--- config.mk ---
export PLATFORM = sky130hd
export DESIGN_NAME = fdc_seq_top
export DESIGN_NICKNAME = d
export VERILOG_FILES = /design/src/rtl/fdc_pkg.sv /design/src/rtl/fdc_cmd_buf.sv /design/src/rtl/fdc_result_gen.sv /design/src/rtl/fdc_seq_top.sv
export SDC_FILE = /design/constraint.sdc
export NUM_CORES = 1
export LEC_CHECK = 0
export BUFFER_PORTS_ARGS = -buffer_cell sky130_fd_sc_hd__clkbuf_2
export CORE_UTILIZATION = 35
export CTS_CLUSTER_DIAMETER = 50
export DETAILED_ROUTE_END_ITERATION = 10
export GPL_ROUTABILITY_DRIVEN = 0
export PLACE_DENSITY = 0.59
export SKIP_LAST_GASP = 1
export SLEW_MARGIN = 40
export SYNTH_ARGS = -nofsm -noshare
export SYNTH_HDL_FRONTEND = slang
export SYNTH_SLANG_ARGS = --single-unit
--- constraint.sdc ---
create_clock -name clk -period 8.8 [get_ports clk]
set_input_delay 1.76 -clock clk [delete_from_list [all_inputs] [get_ports clk]]
set_output_delay 1.76 -clock clk [all_outputs]
set_load 0.02 [all_outputs]
--- src/rtl/fdc_pkg.sv ---
package fdc_pkg;

  typedef enum logic [1:0] {
    PH_IDLE = 2'd0,
    PH_CMD  = 2'd1,
    PH_EXEC = 2'd2,
    PH_RES  = 2'd3
  } phase_t;

  localparam logic [4:0] OP_READ_TRACK = 5'h02;
  localparam logic [4:0] OP_SPECIFY    = 5'h03;
  localparam logic [4:0] OP_SENSE_DRV  = 5'h04;
  localparam logic [4:0] OP_WRITE      = 5'h05;
  localparam logic [4:0] OP_READ       = 5'h06;
  localparam logic [4:0] OP_RECAL      = 5'h07;
  localparam logic [4:0] OP_SENSE_INT  = 5'h08;
  localparam logic [4:0] OP_WRITE_DEL  = 5'h09;
  localparam logic [4:0] OP_READ_ID    = 5'h0A;
  localparam logic [4:0] OP_READ_DEL   = 5'h0C;
  localparam logic [4:0] OP_FORMAT     = 5'h0D;
  localparam logic [4:0] OP_SEEK       = 5'h0F;
  localparam logic [4:0] OP_SCAN_EQ    = 5'h11;
  localparam logic [4:0] OP_SCAN_LE    = 5'h19;
  localparam logic [4:0] OP_SCAN_HE    = 5'h1D;

  localparam logic [7:0] BYTE_INVALID = 8'h80;

  // bytes the host writes, opcode byte included
  function automatic logic [3:0] cmd_bytes(input logic [4:0] op);
    case (op)
      OP_READ_TRACK, OP_WRITE, OP_READ, OP_WRITE_DEL, OP_READ_DEL,
      OP_SCAN_EQ, OP_SCAN_LE, OP_SCAN_HE:   return 4'd9;
      OP_FORMAT:                            return 4'd6;
      OP_SPECIFY, OP_SEEK:                  return 4'd3;
      OP_SENSE_DRV, OP_RECAL, OP_READ_ID:   return 4'd2;
      default:                              return 4'd1;
    endcase
  endfunction

  // bytes the host reads back (sense-interrupt without a pending flag is cut to 1)
  function automatic logic [3:0] res_bytes(input logic [4:0] op);
    case (op)
      OP_READ_TRACK, OP_WRITE, OP_READ, OP_WRITE_DEL, OP_READ_DEL,
      OP_SCAN_EQ, OP_SCAN_LE, OP_SCAN_HE,
      OP_READ_ID, OP_FORMAT:                return 4'd7;
      OP_SENSE_INT:                         return 4'd2;
      OP_SPECIFY, OP_RECAL, OP_SEEK:        return 4'd0;
      default:                              return 4'd1;
    endcase
  endfunction

  function automatic logic writes_media(input logic [4:0] op);
    return (op == OP_WRITE) || (op == OP_WRITE_DEL) || (op == OP_FORMAT);
  endfunction

  function automatic logic moves_head(input logic [4:0] op);
    return (op == OP_SEEK) || (op == OP_RECAL);
  endfunction

  function automatic logic [7:0] pack_st0(input logic [1:0] ic, input logic se,
                                          input logic nr, input logic hd,
                                          input logic [1:0] us);
    return {ic, se, 1'b0, nr, hd, us};
  endfunction

  function automatic logic [7:0] pack_st3(input logic ft, input logic wp, input logic ry,
                                          input logic t0, input logic ts, input logic hd,
                                          input logic [1:0] us);
    return {ft, wp, ry, t0, ts, hd, us};
  endfunction

endpackage

--- src/rtl/fdc_cmd_buf.sv ---
module fdc_cmd_buf #(
  parameter int DEPTH = 10
) (
  input  logic                           clk,
  input  logic                           rst_n,
  input  logic                           start,
  input  logic                           push,
  input  logic [7:0]                     din,
  output logic [7:0]                     bytes_o [DEPTH],
  output logic [$clog2(DEPTH+1)-1:0]     count_o
);
  localparam int CNT_W = $clog2(DEPTH+1);

  logic [7:0]       mem   [DEPTH];
  logic [CNT_W-1:0] cnt_q;

  always_ff @(posedge clk) begin
    if (!rst_n) begin
      cnt_q <= '0;
      for (int i = 0; i < DEPTH; i++) mem[i] <= 8'h00;
    end else if (start) begin
      mem[0] <= din;
      cnt_q  <= CNT_W'(1);
    end else if (push && (cnt_q < CNT_W'(DEPTH))) begin
      mem[cnt_q] <= din;
      cnt_q      <= cnt_q + CNT_W'(1);
    end
  end

  assign bytes_o = mem;
  assign count_o = cnt_q;

  a_r3_buf_bound: assert property (@(posedge clk) disable iff (!rst_n)
    push |=> (cnt_q <= CNT_W'(DEPTH)));

endmodule

--- src/rtl/fdc_result_gen.sv ---
module fdc_result_gen
  import fdc_pkg::*;
#(
  parameter int CMD_DEPTH = 10,
  parameter int RES_DEPTH = 8,
  parameter int RL_W      = 4
) (
  input  logic [7:0]      cmd_i [CMD_DEPTH],
  input  logic [7:0]      cyl_i,
  input  logic            irq_i,
  input  logic [7:0]      int_st0_i,
  input  logic            drv_ready_i,
  input  logic            drv_wprot_i,
  input  logic            drv_fault_i,
  input  logic            drv_two_side_i,
  output logic [7:0]      res_o [RES_DEPTH],
  output logic [RL_W-1:0] res_len_o,
  output logic            cyl_we_o,
  output logic [7:0]      cyl_o,
  output logic            irq_set_o,
  output logic            irq_clr_o,
  output logic [7:0]      int_st0_o
);
  logic [4:0] op;
  logic [1:0] us;
  logic       hd;
  logic       not_rdy;
  logic       wp_fail;
  logic [7:0] st0_xfer;

  assign op       = cmd_i[0][4:0];
  assign us       = cmd_i[1][1:0];
  assign hd       = cmd_i[1][2];
  assign not_rdy  = !drv_ready_i;
  assign wp_fail  = drv_ready_i && drv_wprot_i && writes_media(op);
  assign st0_xfer = pack_st0({1'b0, not_rdy || wp_fail}, 1'b0, not_rdy, hd, us);

  always_comb begin
    for (int i = 0; i < RES_DEPTH; i++) res_o[i] = 8'h00;
    res_len_o = RL_W'(res_bytes(op));
    cyl_we_o  = 1'b0;
    cyl_o     = cyl_i;
    irq_set_o = 1'b0;
    irq_clr_o = 1'b0;
    int_st0_o = int_st0_i;
    case (op)
      OP_SPECIFY: ;
      OP_SENSE_DRV:
        res_o[0] = pack_st3(drv_fault_i, drv_wprot_i, drv_ready_i, cyl_i == 8'h00,
                            drv_two_side_i, hd, us);
      OP_RECAL, OP_SEEK: begin
        cyl_we_o  = 1'b1;
        cyl_o     = (op == OP_SEEK) ? cmd_i[2] : 8'h00;
        irq_set_o = 1'b1;
        int_st0_o = pack_st0(2'b00, 1'b1, 1'b0, hd, us);
      end
      OP_SENSE_INT: begin
        if (irq_i) begin
          res_o[0]  = int_st0_i;
          res_o[1]  = cyl_i;
          irq_clr_o = 1'b1;
        end else begin
          res_o[0]  = BYTE_INVALID;
          res_len_o = RL_W'(1);
        end
      end
      OP_READ_TRACK, OP_WRITE, OP_READ, OP_WRITE_DEL, OP_READ_DEL,
      OP_SCAN_EQ, OP_SCAN_LE, OP_SCAN_HE, OP_READ_ID, OP_FORMAT: begin
        res_o[0] = st0_xfer;
        res_o[1] = wp_fail ? 8'h02 : 8'h00;
        res_o[2] = 8'h00;
        if (cmd_bytes(op) == 4'd9) begin
          for (int k = 0; k < 4; k++) res_o[3+k] = cmd_i[2+k];
        end else begin
          res_o[3] = cyl_i;
          res_o[4] = {7'b0, hd};
          res_o[5] = 8'h01;
          res_o[6] = 8'h02;
        end
      end
      default: res_o[0] = BYTE_INVALID;
    endcase
  end

endmodule

--- src/rtl/fdc_seq_top.sv ---
module fdc_seq_top
  import fdc_pkg::*;
#(
  parameter int CMD_DEPTH   = 10,
  parameter int RES_DEPTH   = 8,
  parameter int EXEC_CYCLES = 4
) (
  input  logic       clk,
  input  logic       rst_n,
  input  logic       cs,
  input  logic       rd,
  input  logic       wr,
  input  logic       addr,
  input  logic [7:0] wdata,
  output logic [7:0] rdata,
  output logic       irq,
  input  logic       drv_ready,
  input  logic       drv_wprot,
  input  logic       drv_fault,
  input  logic       drv_two_side
);
  localparam int CI_W = $clog2(CMD_DEPTH+1);
  localparam int RL_W = $clog2(RES_DEPTH+1);
  localparam int RI_W = $clog2(RES_DEPTH);
  localparam int EC_W = $clog2(EXEC_CYCLES+1);

  phase_t          phase_q;
  logic [EC_W-1:0] exec_cnt;
  logic [7:0]      cyl_q;
  logic            irq_q;
  logic [7:0]      int_st0_q;
  logic [7:0]      res_q [RES_DEPTH];
  logic [RL_W-1:0] res_len_q;
  logic [RI_W-1:0] ridx;

  logic [7:0]      cmd_q [CMD_DEPTH];
  logic [CI_W-1:0] cmd_cnt;

  // named events
  logic host_wr, host_rd, data_wr, data_rd;
  logic cmd_last, exec_done, last_pop;
  logic [4:0] op_q, cur_op;
  logic [3:0] need;

  assign host_wr   = cs && wr && addr;
  assign host_rd   = cs && rd && addr;
  assign data_wr   = host_wr && ((phase_q == PH_IDLE) || (phase_q == PH_CMD));
  assign data_rd   = host_rd && (phase_q == PH_RES);
  assign op_q      = cmd_q[0][4:0];
  assign cur_op    = (phase_q == PH_IDLE) ? wdata[4:0] : op_q;
  assign need      = cmd_bytes(cur_op);
  assign cmd_last  = data_wr && ((phase_q == PH_IDLE) ? (need == 4'd1)
                                                      : (int'(cmd_cnt) + 1 == int'(need)));
  assign exec_done = (phase_q == PH_EXEC) && (exec_cnt == '0);
  assign last_pop  = data_rd && (int'(ridx) + 1 == int'(res_len_q));

  fdc_cmd_buf #(.DEPTH(CMD_DEPTH)) u_buf (
    .clk     (clk),
    .rst_n   (rst_n),
    .start   (data_wr && (phase_q == PH_IDLE)),
    .push    (data_wr && (phase_q == PH_CMD)),
    .din     (wdata),
    .bytes_o (cmd_q),
    .count_o (cmd_cnt)
  );

  logic [7:0]      gen_res [RES_DEPTH];
  logic [RL_W-1:0] gen_len;
  logic            gen_cyl_we, gen_irq_set, gen_irq_clr;
  logic [7:0]      gen_cyl, gen_st0;

  fdc_result_gen #(.CMD_DEPTH(CMD_DEPTH), .RES_DEPTH(RES_DEPTH), .RL_W(RL_W)) u_gen (
    .cmd_i          (cmd_q),
    .cyl_i          (cyl_q),
    .irq_i          (irq_q),
    .int_st0_i      (int_st0_q),
    .drv_ready_i    (drv_ready),
    .drv_wprot_i    (drv_wprot),
    .drv_fault_i    (drv_fault),
    .drv_two_side_i (drv_two_side),
    .res_o          (gen_res),
    .res_len_o      (gen_len),
    .cyl_we_o       (gen_cyl_we),
    .cyl_o          (gen_cyl),
    .irq_set_o      (gen_irq_set),
    .irq_clr_o      (gen_irq_clr),
    .int_st0_o      (gen_st0)
  );

  always_ff @(posedge clk) begin
    if (!rst_n) begin
      phase_q   <= PH_IDLE;
      exec_cnt  <= '0;
      cyl_q     <= 8'h00;
      irq_q     <= 1'b0;
      int_st0_q <= 8'h00;
      res_len_q <= '0;
      ridx      <= '0;
      for (int i = 0; i < RES_DEPTH; i++) res_q[i] <= 8'h00;
    end else begin
      case (phase_q)
        PH_IDLE, PH_CMD: begin
          if (data_wr) begin
            phase_q  <= cmd_last ? PH_EXEC : PH_CMD;
            exec_cnt <= EC_W'(EXEC_CYCLES - 1);
          end
        end
        PH_EXEC: begin
          if (exec_done) begin
            res_q     <= gen_res;
            res_len_q <= gen_len;
            ridx      <= '0;
            phase_q   <= (gen_len == '0) ? PH_IDLE : PH_RES;
            if (gen_cyl_we)  cyl_q <= gen_cyl;
            if (gen_irq_set) begin
              irq_q     <= 1'b1;
              int_st0_q <= gen_st0;
            end
            if (gen_irq_clr) irq_q <= 1'b0;
          end else begin
            exec_cnt <= exec_cnt - EC_W'(1);
          end
        end
        PH_RES: begin
          if (data_rd) begin
            if (last_pop) phase_q <= PH_IDLE;
            else          ridx    <= ridx + RI_W'(1);
          end
        end
        default: phase_q <= PH_IDLE;
      endcase
    end
  end

  logic [3:0] seek_bits;
  logic [7:0] msr;
  assign seek_bits = ((phase_q == PH_EXEC) && moves_head(op_q)) ? (4'b0001 << cmd_q[1][1:0]) : 4'b0000;
  assign msr       = {phase_q != PH_EXEC, phase_q == PH_RES, phase_q == PH_EXEC,
                      phase_q != PH_IDLE, seek_bits};
  assign rdata     = !addr ? msr : ((phase_q == PH_RES) ? res_q[ridx] : 8'h00);
  assign irq       = irq_q;

  // execution length
  a_r4_exec_holds: assert property (@(posedge clk) disable iff (!rst_n)
    ((phase_q == PH_EXEC) && !exec_done) |=> (phase_q == PH_EXEC));
  a_r4_exec_leaves: assert property (@(posedge clk) disable iff (!rst_n)
    exec_done |=> (phase_q != PH_EXEC));
  // positioning outcome
  a_r5_seek_cyl: assert property (@(posedge clk) disable iff (!rst_n)
    (exec_done && (op_q == OP_SEEK)) |=> (irq_q && (cyl_q == $past(cmd_q[2]))));
  a_r5_recal_cyl: assert property (@(posedge clk) disable iff (!rst_n)
    (exec_done && (op_q == OP_RECAL)) |=> (irq_q && (cyl_q == 8'h00)));
  // interrupt acknowledge
  a_r6_irq_clear: assert property (@(posedge clk) disable iff (!rst_n)
    (exec_done && (op_q == OP_SENSE_INT) && irq_q) |=> !irq_q);
  // last result returns to idle
  a_r11_pop_idle: assert property (@(posedge clk) disable iff (!rst_n)
    last_pop |=> (phase_q == PH_IDLE));
  // stray writes while results pend
  a_r12_wr_ignored: assert property (@(posedge clk) disable iff (!rst_n)
    ((phase_q == PH_RES) && host_wr && !host_rd) |=> ((phase_q == PH_RES) && $stable(ridx)));
  // status reads are side-effect free
  a_r13_status_read: assert property (@(posedge clk) disable iff (!rst_n)
    (cs && rd && !wr && !addr && (phase_q != PH_EXEC)) |=> ($stable(phase_q) && $stable(cmd_cnt)));

endmodule

* Yosys cells after proc, flatten, opt, wreduce, memory -nomap -nowiden *
Memory sizes are Yosys's and may differ from the RTL's. A register that Yosys moved wholly into a read port is not among the register bits.
Index checks and enable logic that the tools add are counted.

word-level totals
  flip-flop bits (word level) = 165
  ROM bits = 352
  input bits = 18
  output and inout port bits = 9
  logic and storage cells = 164
  memories kept = 3

memories
  name             words  bits a word  rd ports  clocked after Yosys merged registers in  wr ports  line           RTL
  (no name shown)  32     4            1         0                                        0         fdc_pkg.sv:30  case (op)
  (no name shown)  32     4            1         1                                        0         fdc_pkg.sv:30
  (no name shown)  32     3            1         1                                        0         fdc_pkg.sv:42  case (op)

operators by class
  add/subtract/negate cells = 5
  magnitude comparators = 4
  eq/ne operators = 29
  shift operators = 1
  mux-type cells = 49
  bitwise logic cells = 4
  reduce and logical (&&, ||, !) cells = 43

operators by type and width
  cell                  number
  $bwmux W80            1
  $mux W80              1
  $mux W8               9
  $mux W32              2
  $demux W8 S4          1
  $pmux W8 S4           1
  $eq A5 B4 Y1 const B  6
  $mux W5               5
  $bmux W8 S3           1
  $eq A5 B3 Y1 const B  4
  $logic_and A1 B1 Y1   16
  $mux W4               4
  $pmux W8 S2           1
  $eq A5 B5 Y1 const B  3
  $mux W3               5
  $mux W2               7
  $ne A2 B2 Y1 const B  7
  $pmux W3 S2           2
  $reduce_and A4 Y1     3
  $eq A5 B2 Y1 const B  2
  $reduce_bool A2 Y1    5
  $reduce_or A10 Y1     1
  $logic_not A8 Y1      1
  $mux W1               8
  29 further kinds      39

* Logic depth before layout (Yosys ltp) *
  word-level depth = 10
  gate-level depth with buffers = 13

* Cells and area by module *
Synthesis repeated with hierarchy kept, for this count alone.

second synthesis, totals
  cell total of the unflattened synthesis = 1076
  area total of the unflattened synthesis = 9400.3 um2

modules (own cells, without submodules)
  module          times used  cells an instance  area an instance (um2)  seq. area each (um2)
  fdc_seq_top     1           570                4834.6                  1861.8
  fdc_cmd_buf     1           303                3215.6                  1681.6
  fdc_result_gen  1           203                1350.0                  0.0

* Worst setup path after synthesis *
No wires, ideal clock.

  kind = in2out
  start point = in addr
  end point = out rdata[0]
  arrival time = 2.840 ns
  required time = 7.040 ns
  path slack = 4.200 ns
  cell stages on the path = 4
  cells stage by stage = buf_2 nor3_1 inv_1 o31ai_1

between the ends
  cells in the longest elaborated chain, start to end = 1

RTL lines
  what         line                RTL
  from (decl)  fdc_seq_top.sv:13   input logic addr,
  $mux W8      fdc_seq_top.sv:140  assign rdata = !addr ? msr : ((phase_q == PH_RES) ? res_q[ridx] : 8'h00);
  to (decl)    fdc_seq_top.sv:15   output logic [7:0] rdata,

No other way between the ends.

* Worst setup path after layout *
Ends and elaborated chain as after synthesis.

==> results.cfg <==
[status]
status = finished clean

[synthesis]
async_flop_share = 0
synth_seq_cells = 123
synth.distinct_cells = 58
synth-edff-count = 0
syn_inst = 759
yosys_warnings = 0
syn-cell-area_mm2 = 0.00618
ys_seq_area_frac = 0.399
synth_flop_cell = dfxtp_1
avgSynthCellArea_um2 = 8.14
syn-num-nets = 798

[critical_path]
path_max_fanout = 8
cp_num_buf_inv = 3
slowest_stage = nor3_1
worstSetupPathType = in -> out
end_kind = primary output
critPathArrivalTime_ns = 3.10
startpoint_type = input port
required_ns = 7.04
cp_top_family = simple AND/OR/NAND/NOR gates
critPathMaxStageDelay_ns = 0.65
crit_path_frequent_cell = clkbuf_2
worstPathCellList = clkbuf_2, nor3_1, inv_1, o31ai_1, clkbuf_2

[detailed_routing]
dr.pass1.iters = 7
totalWireLength_um = 16100
drc = 0
postRouteAntennaNets = 0
wl_per_cell_um = 16.2
drtIter0Drc = 377
via_count = 5303
viasPerCell = 5.32

[cts]
clock_sinks = 123
clock_latency_ns = 0.42
clockBufferDepth = 2
cts_root_buf = clkbuf_16
clk_pin_slew_ns = 0.05
cts_tree = yes
htreeDepth = 4
cts_resized = 0
cts_inserted_buffers = 17
ctsHoldBuffers = 0
post_cts_buffers = 0

[grt]
grt_pass1_vias = 4950
grt_pass1_wl_um = 26500
antenna_found_initial = 0
grt_overflow = 0
grt_use_total = 0.188
grt_max_degree = 108

[timing]
fmax_mhz = 206
rsz0062_at_grt = no
worst_slew_pin_slew_ns = 0.901
fin_worst_skew_ns = 0.00745
setup_viol = 0
min_period_over_period = 0.552
hold_viol_final = 0
fin_crit_ns = 4.86
whs_ns = 0.446
tns_ns = 0
drv_slew = 0
relSlewSlack = 0.398

[floorplanning]
initial_core_util = 0.358
ios = 27
placementRows = 48
die_h_um = 135
core_mm2 = 0.0172
dieArea_mm2 = 0.0182
fp.dieW_um = 135

[placed_design]
place_hpwl_um = 10600
portBuffers = 26

[finish]
antenna-diode-count = 0
area_growth_pct = 13.9
drive_gt1_frac = 0.118
nFillCells = 1737
seq_area_mm2 = 0.00246
multiInputGateArea_mm2 = 0.00345
fin_nets = 798

[hold_path]
min_path_type = reg -> reg

[job]
maxCapViolations = 0

[power_and_ir_drop]
powerDensity_mw_per_mm2 = 192
ir_worst_vdd_mv = 0.130
power_leakage_uw = 0.00259
logic make-up after synthesis:
family / after synthesis / share of synthesized area
flops: 123 / 0.399
fa+ha+maj: 21 / 0.0425
xor+xnor: 7 / 0.00993
compound gates: 169 / 0.169
mux: 68 / 0.113
simple gates: 298 / 0.220
buf+inv: 73 / 0.0464
per-layer routing:
metal	share of wire	GRT usage	up-vias	routed length (µm)
met1	0.49	0.265	2485	7910
met4	0.023	0.0793	0	376
met5	0	0	-	0
met3	0.051	0.0379	22	817
li1	-	-	2663	-
met2	0.44	0.277	133	7020
final cells by class:
class	instances	share of cell area
multi-input combinational	563	0.491
sequential	123	0.350
clock buffer	19	0.0630
tap	225	0.0400
timing repair buffer	34	0.0276
clock inverter	12	0.0178
inverter	20	0.0109
stage by stage:
stage,setup slack (ns),area (µm²),instances,power (µW),utilization
after floorplan,4.20,6180,759,659,-
after global placement,3.94,6450,964,690,0.374
after detailed placement,3.92,6460,965,690,0.375
after CTS,3.91,7030,996,1360,0.408
after global routing,3.75,7030,996,1400,0.408
final,3.94,7030,996,1350,0.408
tightest hold or removal path: stages (launching register included):
cell     delay (ns)
dfxtp_1        0.30
nand2_1        0.05
a21oi_1        0.05
synthesized netlist by cell type (all sizes together), types with 2 or more instances:
library cell    n  area (µm²)
o211ai          7        52.6
inv            19        71.3
mux2           12         139
or3             5        31.3
mux2i          56         561
o21ai          28         140
nor3           24         120
nor4bb          2        20.0
nand4           5        31.3
o22ai           4        25.0
or3b            3        28.8
clkbuf         45         169
nor2b          10        62.6
and2            4        26.3
nor4            3        18.8
a211oi          6        50.1
dfxtp         123        2460
o2111ai         3        26.3
nand2          84         318
buf             8        42.5
a221oi          9        85.1
nand3          34         170
a31oi          10        62.6
nand2b          5        31.3
nor2          105         402
a21oi          74         385
nor3b           2        15.0
xor2            5        43.8
a22oi          21         158
ha             21         263
xnor2           2        17.5
nand4b          3        26.3
and3            5        31.3
or4             2        15.0
cells in the final DEF (no fill, tap or decap), types with 3 or more instances in the layout:
cell | Yosys | layout
nor3_1 | 24 | 24
nand4_1 | 5 | 5
clkinvlp_4 | 0 | 3
buf_4 | 0 | 7
or3_1 | 5 | 5
nor4_1 | 3 | 3
a31oi_1 | 10 | 10
o21ai_1 | 5 | 5
nand4b_1 | 3 | 3
nor2_1 | 104 | 102
mux2_2 | 9 | 9
nand3_1 | 34 | 34
o22ai_1 | 4 | 4
inv_2 | 4 | 3
xor2_1 | 5 | 5
clkbuf_16 | 0 | 17
a211oi_1 | 5 | 5
mux2i_1 | 56 | 56
o2111ai_1 | 3 | 3
a21oi_1 | 72 | 72
nand2b_1 | 5 | 5
clkinv_2 | 0 | 6
inv_1 | 15 | 15
a221oi_1 | 8 | 8
dfxtp_1 | 123 | 123
and3_1 | 5 | 5
nor2b_1 | 10 | 10
nand2_1 | 83 | 82
clkbuf_2 | 0 | 26
ha_1 | 21 | 21
a22oi_1 | 21 | 21
and2_1 | 3 | 3
o21ai_0 | 23 | 23
o211ai_1 | 7 | 7
worst paths after layout:
path	startpoint	endpoint	slack, ns	cells past startpoint
setup / recovery	addr	rdata[0]	3.94	5
hold / removal	res_q[54]	res_q[54]	0.45	2
setup reg to reg	phase_q[0]	phase_q[1]	5.35	9
hold reg to reg	res_q[54]	res_q[54]	0.45	2
registers in the layout, indices dropped and copies added, names as in the netlist, named ones only:
name           flops
u_buf.bytes_o     40
res_len_q          3
u_buf.count_o      4
res_q             48
phase_q            2
cyl_q              8
irq                1
int_st0_q          4
exec_cnt           3
ridx               3
power breakdown:
group / total, µW / internal, µW / switching (µW)
clock network: 673 / 420 / 253
logic: 104 / 37.1 / 67.4
registers: 574 / 564 / 10.5
total: 1350 / 1020 / 331
Note: power is estimated with default switching activity, not from simulation.
